==> src/rtl/mmv_pkg.sv <==
package mmv_pkg;

    typedef enum logic [1:0] {
        OP_IDLE   = 2'd0,
        OP_MOVE   = 2'd1,
        OP_SELDST = 2'd2,
        OP_SEGWR  = 2'd3
    } mmv_op_e;

    typedef enum logic [1:0] {
        MS_NONE  = 2'd0,
        MS_ONE   = 2'd1,
        MS_TWO   = 2'd2,
        MS_SPARE = 2'd3
    } msel_e;

    localparam int unsigned N_LOC  = 4;
    localparam logic [2:0] LOC_CMP  = 3'd0;
    localparam logic [2:0] LOC_MSK1 = 3'd1;
    localparam logic [2:0] LOC_MSK2 = 3'd2;
    localparam logic [2:0] LOC_MEM  = 3'd3;

    typedef struct packed {
        logic [2:0] dst;
        logic [1:0] msel;
        logic       setv;
    } pdst_t;

    function automatic logic loc_ok(input logic [2:0] c);
        return c < 3'(N_LOC);
    endfunction

    function automatic logic loc_maskable(input logic [2:0] c);
        return (c == LOC_CMP) || (c == LOC_MEM);
    endfunction

    function automatic logic loc_is_reg(input logic [2:0] c);
        return (c == LOC_CMP) || (c == LOC_MSK1) || (c == LOC_MSK2);
    endfunction

    function automatic logic [N_LOC-1:0] loc_onehot(input logic [2:0] c);
        return N_LOC'(1) << c;
    endfunction

    function automatic logic msel_active(input logic [1:0] m);
        return (m == MS_ONE) || (m == MS_TWO);
    endfunction

endpackage

==> src/rtl/mmv_seg_ctrl.sv <==
module mmv_seg_ctrl
    import mmv_pkg::*;
#(
    parameter  int unsigned NSEG = 4,
    localparam int unsigned IW   = (NSEG > 1) ? $clog2(NSEG) : 1
) (
    input  logic          clk,
    input  logic          rst,
    input  logic          sel_en,
    input  pdst_t         sel_val,
    input  logic          seg_en,
    output pdst_t         cur,
    output logic [IW-1:0] seg_idx,
    output logic          seg_last
);

    assign seg_last = (seg_idx == IW'(NSEG - 1));

    always_ff @(posedge clk) begin
        if (rst) begin
            cur     <= '{dst: LOC_CMP, msel: MS_NONE, setv: 1'b0};
            seg_idx <= '0;
        end else if (sel_en) begin
            cur     <= sel_val;
            seg_idx <= '0;
        end else if (seg_en) begin
            seg_idx <= seg_last ? '0 : seg_idx + IW'(1);
        end
    end

endmodule

==> src/rtl/mmv_seg_insert.sv <==
module mmv_seg_insert #(
    parameter  int unsigned WORD_W = 64,
    parameter  int unsigned SEG_W  = 16,
    localparam int unsigned NSEG   = WORD_W / SEG_W,
    localparam int unsigned IW     = (NSEG > 1) ? $clog2(NSEG) : 1
) (
    input  logic [WORD_W-1:0] base,
    input  logic [SEG_W-1:0]  seg,
    input  logic [IW-1:0]     idx,
    output logic [WORD_W-1:0] word
);

    for (genvar s = 0; s < NSEG; s++) begin : g_seg
        assign word[s*SEG_W +: SEG_W] = (idx == IW'(s)) ? seg : base[s*SEG_W +: SEG_W];
    end

endmodule

==> src/rtl/mmv_merge.sv <==
module mmv_merge #(
    parameter int unsigned WORD_W = 64
) (
    input  logic [WORD_W-1:0] old_w,
    input  logic [WORD_W-1:0] new_w,
    input  logic [WORD_W-1:0] keep_w,
    output logic [WORD_W-1:0] res_w
);

    // a set bit in keep_w protects the old destination bit
    assign res_w = (old_w & keep_w) | (new_w & ~keep_w);

endmodule

==> src/rtl/mmv_store.sv <==
module mmv_store #(
    parameter  int unsigned WORD_W = 64,
    parameter  int unsigned DEPTH  = 16,
    localparam int unsigned AW     = (DEPTH > 1) ? $clog2(DEPTH) : 1
) (
    input  logic              clk,
    input  logic              rst,
    input  logic              we,
    input  logic [AW-1:0]     waddr,
    input  logic [WORD_W-1:0] wdata,
    input  logic              mark_valid,
    input  logic [AW-1:0]     a_addr,
    output logic [WORD_W-1:0] a_data,
    input  logic [AW-1:0]     b_addr,
    output logic [WORD_W-1:0] b_data,
    output logic              b_vld
);

    logic [WORD_W-1:0] words [DEPTH];
    logic [DEPTH-1:0]  vld;

    always_ff @(posedge clk) begin
        if (rst) begin
            for (int i = 0; i < DEPTH; i++) begin
                words[i] <= '0;
            end
            vld <= '0;
        end else if (we) begin
            words[waddr] <= wdata;
            if (mark_valid) begin
                vld[waddr] <= 1'b1;
            end
        end
    end

    assign a_data = words[a_addr];
    assign b_data = words[b_addr];
    assign b_vld  = vld[b_addr];

endmodule

==> src/rtl/mask_move_unit.sv <==
module mask_move_unit
    import mmv_pkg::*;
#(
    parameter  int unsigned WORD_W = 64,
    parameter  int unsigned SEG_W  = 16,
    parameter  int unsigned DEPTH  = 16,
    localparam int unsigned NSEG   = WORD_W / SEG_W,
    localparam int unsigned SIW    = (NSEG > 1) ? $clog2(NSEG) : 1,
    localparam int unsigned AW     = (DEPTH > 1) ? $clog2(DEPTH) : 1
) (
    input  logic              clk,
    input  logic              rst,
    input  logic [1:0]        cmd_op,
    input  logic [2:0]        cmd_src,
    input  logic [2:0]        cmd_dst,
    input  logic [1:0]        cmd_msel,
    input  logic              cmd_setv,
    input  logic              cmd_abs,
    input  logic [AW-1:0]     cmd_addr,
    input  logic [SEG_W-1:0]  seg_data,
    input  logic              ar_down,
    input  logic [AW-1:0]     rd_addr,
    output logic [WORD_W-1:0] rd_data,
    output logic              rd_vld,
    output logic [WORD_W-1:0] cmp_q,
    output logic [WORD_W-1:0] msk1_q,
    output logic [WORD_W-1:0] msk2_q,
    output logic [AW-1:0]     ar_q,
    output logic [3:0]        wr_en,
    output logic [WORD_W-1:0] wr_data,
    output logic              cmp_req
);

    mmv_op_e           op;
    pdst_t             pcur;
    pdst_t             sel_val;
    logic [SIW-1:0]    seg_idx;
    logic              seg_last;
    logic              sel_en;
    logic              seg_go;
    logic              mv_go;
    logic              do_write;
    logic              word_done;
    logic [AW-1:0]     mv_addr;
    logic [AW-1:0]     acc_addr;
    logic [AW-1:0]     step_base;
    logic [2:0]        tgt;
    logic [1:0]        msel_now;
    logic [WORD_W-1:0] mem_word;
    logic [WORD_W-1:0] src_word;
    logic [WORD_W-1:0] old_word;
    logic [WORD_W-1:0] ins_word;
    logic [WORD_W-1:0] new_word;
    logic [WORD_W-1:0] mask_word;
    logic [WORD_W-1:0] eff_mask;
    logic [WORD_W-1:0] merged;
    logic              mem_mark;
    logic              mem_touch;

    assign op       = mmv_op_e'(cmd_op);
    assign sel_en   = (op == OP_SELDST);
    assign sel_val  = '{dst: cmd_dst, msel: cmd_msel, setv: cmd_setv};
    assign mv_go    = (op == OP_MOVE) && loc_ok(cmd_src) && loc_ok(cmd_dst)
                      && (cmd_src != cmd_dst);
    assign seg_go   = (op == OP_SEGWR) && loc_ok(pcur.dst);
    assign do_write = mv_go || seg_go;
    assign word_done = mv_go || (seg_go && seg_last);

    assign mv_addr   = cmd_abs ? cmd_addr : ar_q;
    assign acc_addr  = mv_go ? mv_addr : ar_q;
    assign step_base = acc_addr;
    assign tgt       = mv_go ? cmd_dst : pcur.dst;
    assign msel_now  = mv_go ? cmd_msel : pcur.msel;

    mmv_seg_ctrl #(.NSEG(NSEG)) u_seg (
        .clk      (clk),
        .rst      (rst),
        .sel_en   (sel_en),
        .sel_val  (sel_val),
        .seg_en   (seg_go),
        .cur      (pcur),
        .seg_idx  (seg_idx),
        .seg_last (seg_last)
    );

    mmv_store #(.WORD_W(WORD_W), .DEPTH(DEPTH)) u_mem (
        .clk        (clk),
        .rst        (rst),
        .we         (wr_en[LOC_MEM]),
        .waddr      (acc_addr),
        .wdata      (merged),
        .mark_valid (mem_mark),
        .a_addr     (acc_addr),
        .a_data     (mem_word),
        .b_addr     (rd_addr),
        .b_data     (rd_data),
        .b_vld      (rd_vld)
    );

    always_comb begin
        unique case (cmd_src)
            LOC_CMP:  src_word = cmp_q;
            LOC_MSK1: src_word = msk1_q;
            LOC_MSK2: src_word = msk2_q;
            default:  src_word = mem_word;
        endcase
    end

    always_comb begin
        unique case (tgt)
            LOC_CMP:  old_word = cmp_q;
            LOC_MSK1: old_word = msk1_q;
            LOC_MSK2: old_word = msk2_q;
            default:  old_word = mem_word;
        endcase
    end

    always_comb begin
        unique case (msel_e'(msel_now))
            MS_ONE:  mask_word = msk1_q;
            MS_TWO:  mask_word = msk2_q;
            default: mask_word = '0;
        endcase
    end

    mmv_seg_insert #(.WORD_W(WORD_W), .SEG_W(SEG_W)) u_ins (
        .base (old_word),
        .seg  (seg_data),
        .idx  (seg_idx),
        .word (ins_word)
    );

    assign new_word = mv_go ? src_word : ins_word;
    assign eff_mask = (loc_maskable(tgt) && msel_active(msel_now)) ? mask_word : '0;

    mmv_merge #(.WORD_W(WORD_W)) u_merge (
        .old_w  (old_word),
        .new_w  (new_word),
        .keep_w (eff_mask),
        .res_w  (merged)
    );

    assign wr_en   = do_write ? loc_onehot(tgt) : '0;
    assign wr_data = merged;

    assign mem_mark  = mv_go ? cmd_setv : (pcur.setv && seg_last);
    assign mem_touch = mv_go ? ((cmd_src == LOC_MEM) || (cmd_dst == LOC_MEM))
                             : (seg_go && seg_last && (tgt == LOC_MEM));

    always_ff @(posedge clk) begin
        if (rst) begin
            cmp_q   <= '0;
            msk1_q  <= '0;
            msk2_q  <= '0;
            ar_q    <= '0;
            cmp_req <= 1'b0;
        end else begin
            if (wr_en[LOC_CMP])  cmp_q  <= merged;
            if (wr_en[LOC_MSK1]) msk1_q <= merged;
            if (wr_en[LOC_MSK2]) msk2_q <= merged;
            if (mem_touch) begin
                ar_q <= ar_down ? step_base - AW'(1) : step_base + AW'(1);
            end else if (sel_en && cmd_abs) begin
                ar_q <= cmd_addr;
            end
            cmp_req <= word_done && loc_is_reg(tgt);
        end
    end

endmodule

==> config.mk <==
export PLATFORM = sky130hd
export DESIGN_NAME = mask_move_unit
export DESIGN_NICKNAME = d
export VERILOG_FILES = /design/src/rtl/mmv_pkg.sv /design/src/rtl/mmv_seg_ctrl.sv /design/src/rtl/mmv_seg_insert.sv /design/src/rtl/mmv_merge.sv /design/src/rtl/mmv_store.sv /design/src/rtl/mask_move_unit.sv
export SDC_FILE = /design/constraint.sdc
export NUM_CORES = 2
export LEC_CHECK = 0
export BUFFER_PORTS_ARGS = -buffer_cell sky130_fd_sc_hd__buf_2
export CORE_MARGIN = 1.5
export CORE_UTILIZATION = 25
export DETAILED_ROUTE_END_ITERATION = 10
export GPL_TIMING_DRIVEN = 0
export PLACE_DENSITY = 0.44
export SKIP_CTS_REPAIR_TIMING = 1
export SYNTH_ARGS = -nofsm -noshare
export SYNTH_HDL_FRONTEND = slang
export SYNTH_SLANG_ARGS = --single-unit
export TNS_END_PERCENT = 50
==> constraint.sdc <==
create_clock -name clk -period 7.6 [get_ports clk]
set_clock_uncertainty 0.15 [all_clocks]
set_input_delay 1.52 -clock clk [delete_from_list [all_inputs] [get_ports clk]]
set_output_delay 1.52 -clock clk [all_outputs]
set_load 0.005 [all_outputs]
==> results.toml <==
[clocking]
htreeDepth = 4
cts_buffer_depth = 4
clock-root-buffer = "clkbuf_16"
cts.sinks = 1245
cts_tree = "yes"
clk-insertion-delay-late_ns = 0.89
clk_pin_slew_ns = 0.06
cts_buffers = 161

[global_routing]
grt_pass1_wl_um = 639000
grt.busiest_layer = "met2"
antenna_found_initial = 54
grt_max_degree = 37
gr-total-overflow = 0
met2_usage = 0.441
grt_usage = 0.314
grt_use_met3 = 0.125
use_met1 = 0.401
grt_pass1_vias = 64300

[layout]
nNetsFinal = 7411
final_layout_size_suffix_gt1_frac = 0.321
ff_latch_area_um2 = 35200
mostFrequentLayoutCells = "nor2_1, edfxtp_1, mux4_2"
area_growth_pct = 23.5
multiInputGateArea_um2 = 39500
fill_cells = 31000
layout_commonest_cell = "nor2_1"
finalCoreUtilization = 0.311

[logic_synthesis]
ys_warn_count = 0
synth_edf_count = 1024
ys_ff_latch = 1245
async_flop_share = 0
ys_seq_area_frac = 0.461
ys.flop_type = "edfxtp_1"
syn_nets = 6581
synth.top_cell.area_share = 0.403
yosysTopAreaCell = "edfxtp_1"
synth_cell_types = 85
netlist_area_um2 = 76300
synthTopCellsByArea = "edfxtp_1, mux4_2, dfxtp_1, nor2_1, nand2_1"
postSynthAreaPerCell_um2 = 11.7
syn_inst = 6533

[worst_setup_path]
reg2reg_slack_ns = 1.45
timing.rr.start = "ar_q[0]"
crit_family = "buffers and inverters"
crit_top_cell = "clkbuf_2"
reg2reg_to = "u_mem.words[14][25]"
crit_buf_inv = 8
endpoint = "wr_data[25]"
cp.arrival_ns = 6.32
critical_path.endpoint_type = "primary output"
worstSetupStartpointType = "register"
path_class = "register to primary output"
crit_chain = "clkbuf_2 > clkbuf_2 > clkbuf_2 > buf_2 > mux4_2 > nand2_1 > a21oi_1 > nor4_2 > buf_6 > nand2_1 > o211ai_1 > buf_6 > inv_1 > buf_2"
cp.depth = 14
cpPeakStageDelay_ns = 0.71
cp_slowest_cell = "buf_2"
critical_path_required_ns = 5.93
reg2regPathDepth = 13
path_max_fanout = 10
startpoint = "ar_q[0]"

[pwr]
p_per_area_nw_per_um2 = 206
peakVddDrop_uv = 178
p_leak_nw = 33.5
power_mw = 19.4

[route]
firstDrtPassIters = 7
drc = 0
drtAntennaViolNets = 0
vias = 71100
wl_per_cell_um = 44.1
viasPerCell = 6.18
routed_wl_um = 507000
dr.first_iter.drc_count = 12200

[place]
gp_congestion = 1.03
post-place-ws_ns = -5.91
dp_hpwl_um = 367000
portBuffers = 356

[die]
io_pins = 369
fp.dieW_um = 556
initial_core_util = 0.252
num_rows = 202
design.core.area_um2 = 303000
dieHeight_um = 556
dieArea_um2 = 309000

[sta]
hold_violations = 0
rsz0062_at_grt = "true"
hold_ws_ns = 0.326
final.min_clock_period_ns = 7.99
setup_tns_ns = -5.87
fmax_ghz = 0.125
period_share = 1.05
slew_viol_final = 112
setup_viol = 47
worst_pin_slew_ns = 1.66
slew_headroom = -0.110
fin_ws_ns = -0.388

[outcome]
run_status = "finished, violations left"
violations = "capacitance limit, slew limit, setup timing"

[flow_run]
cap_violations = 12

[min_path]
hp-start = "u_mem.vld[1]"
min_path_type = "register to register"
worst reg2reg max path: cells and delay by family (launching register included):
family | cells | cell delay (ns)
muxes | 1 | 0.43
AOI/OAI and AO/OA | 2 | 0.42
DFF | 1 | 0.56
and+or+nand+nor | 4 | 0.83
buffers and inverters | 6 | 3.47
state kept, by name, summed over array words and instances, names as in the netlist:
register       flops
u_mem.vld         16
u_seg.cur          6
u_seg.seg_idx      2
cmp_q             64
ar_q               4
u_mem.words     1024
msk1_q            64
msk2_q            64
cmp_req            1
cells in the mapped netlist (9+ instances only):
library cell	number
o221ai_1	29
nor3b_1	12
a32o_1	9
o211ai_1	87
a221o_1	15
edfxtp_1	1024
and2_1	104
mux2_2	123
nor4_1	31
o21ai_0	187
inv_1	87
buf_2	214
nand2_1	559
a22o_1	43
a21oi_1	319
or2_2	20
a21o_1	32
nor3_1	52
a211oi_1	83
nand2b_1	51
and3_1	68
or3_1	16
nand4_1	11
a222oi_1	14
dfxtp_1	221
a31oi_1	28
o21ai_2	12
o21a_1	25
a22oi_1	71
clkbuf_1	359
nor2_1	1156
buf_4	32
mux2i_1	189
o32ai_1	11
nand3_1	53
a2bb2oi_1	11
buf_1	81
nand3b_1	31
o22a_1	57
buf_6	10
o31ai_1	31
a221oi_1	16
o22ai_1	94
mux4_2	725
metal layers:
layer | part of all wire | wire, um
met1 | 0.37 | 188000
met2 | 0.40 | 204000
met3 | 0.15 | 75500
met4 | 0.076 | 38500
met5 | 0.0013 | 682
how the worst min path moves through the flow:
stage | cells past startpoint | slack (ns) | to
after detailed placement | 2 | 0.31 | u_mem.vld[7]
after global placement | 2 | 0.29 | u_mem.vld[5]
after floorplan | 2 | 0.28 | u_mem.vld[10]
after CTS | 2 | 0.32 | u_mem.vld[7]
final | 2 | 0.33 | u_mem.vld[1]
after global routing | 2 | 0.35 | u_mem.vld[2]
through the flow:
stage / instances / cell area [um2]
after detailed placement: 10900 / 84500
after floorplan: 6533 / 76400
after global routing: 11500 / 94200
after global placement: 10900 / 83100
final: 11500 / 94300
after CTS: 11200 / 89400
power breakdown:
group          switching (mW)  leakage, nW  internal (mW)
Sequential              0.209         12.4           7.58
Combinational            2.75         18.8           1.38
Clock                    3.27         2.38           4.25
cell families (layout without fill, tap and decap cells):
logic type               after synthesis  after routing  synth area share
buffers and inverters                789           1728            0.0449
adder cells (fa/ha/maj)                9              9           0.00157
AO/OA/AOI/OAI                       1245           1245             0.110
other                                  0             35                 0
AND/OR/NAND/NOR                     2193           2196             0.123
XOR/XNOR                               9              9           0.00123
flip-flops                          1245           1245             0.461
multiplexers                        1043           1044             0.258
area by class of cell:
cell class,instances,area share
multi-input combinational,4503,0.418
sequential,1245,0.373
timing repair buffer,705,0.0587
tap,3978,0.0528
clock buffer,205,0.0456
buffer,654,0.0401
clock inverter,71,0.00624
inverter,93,0.00429
antenna,35,0.000929
(Power assumes the default switching activity.)
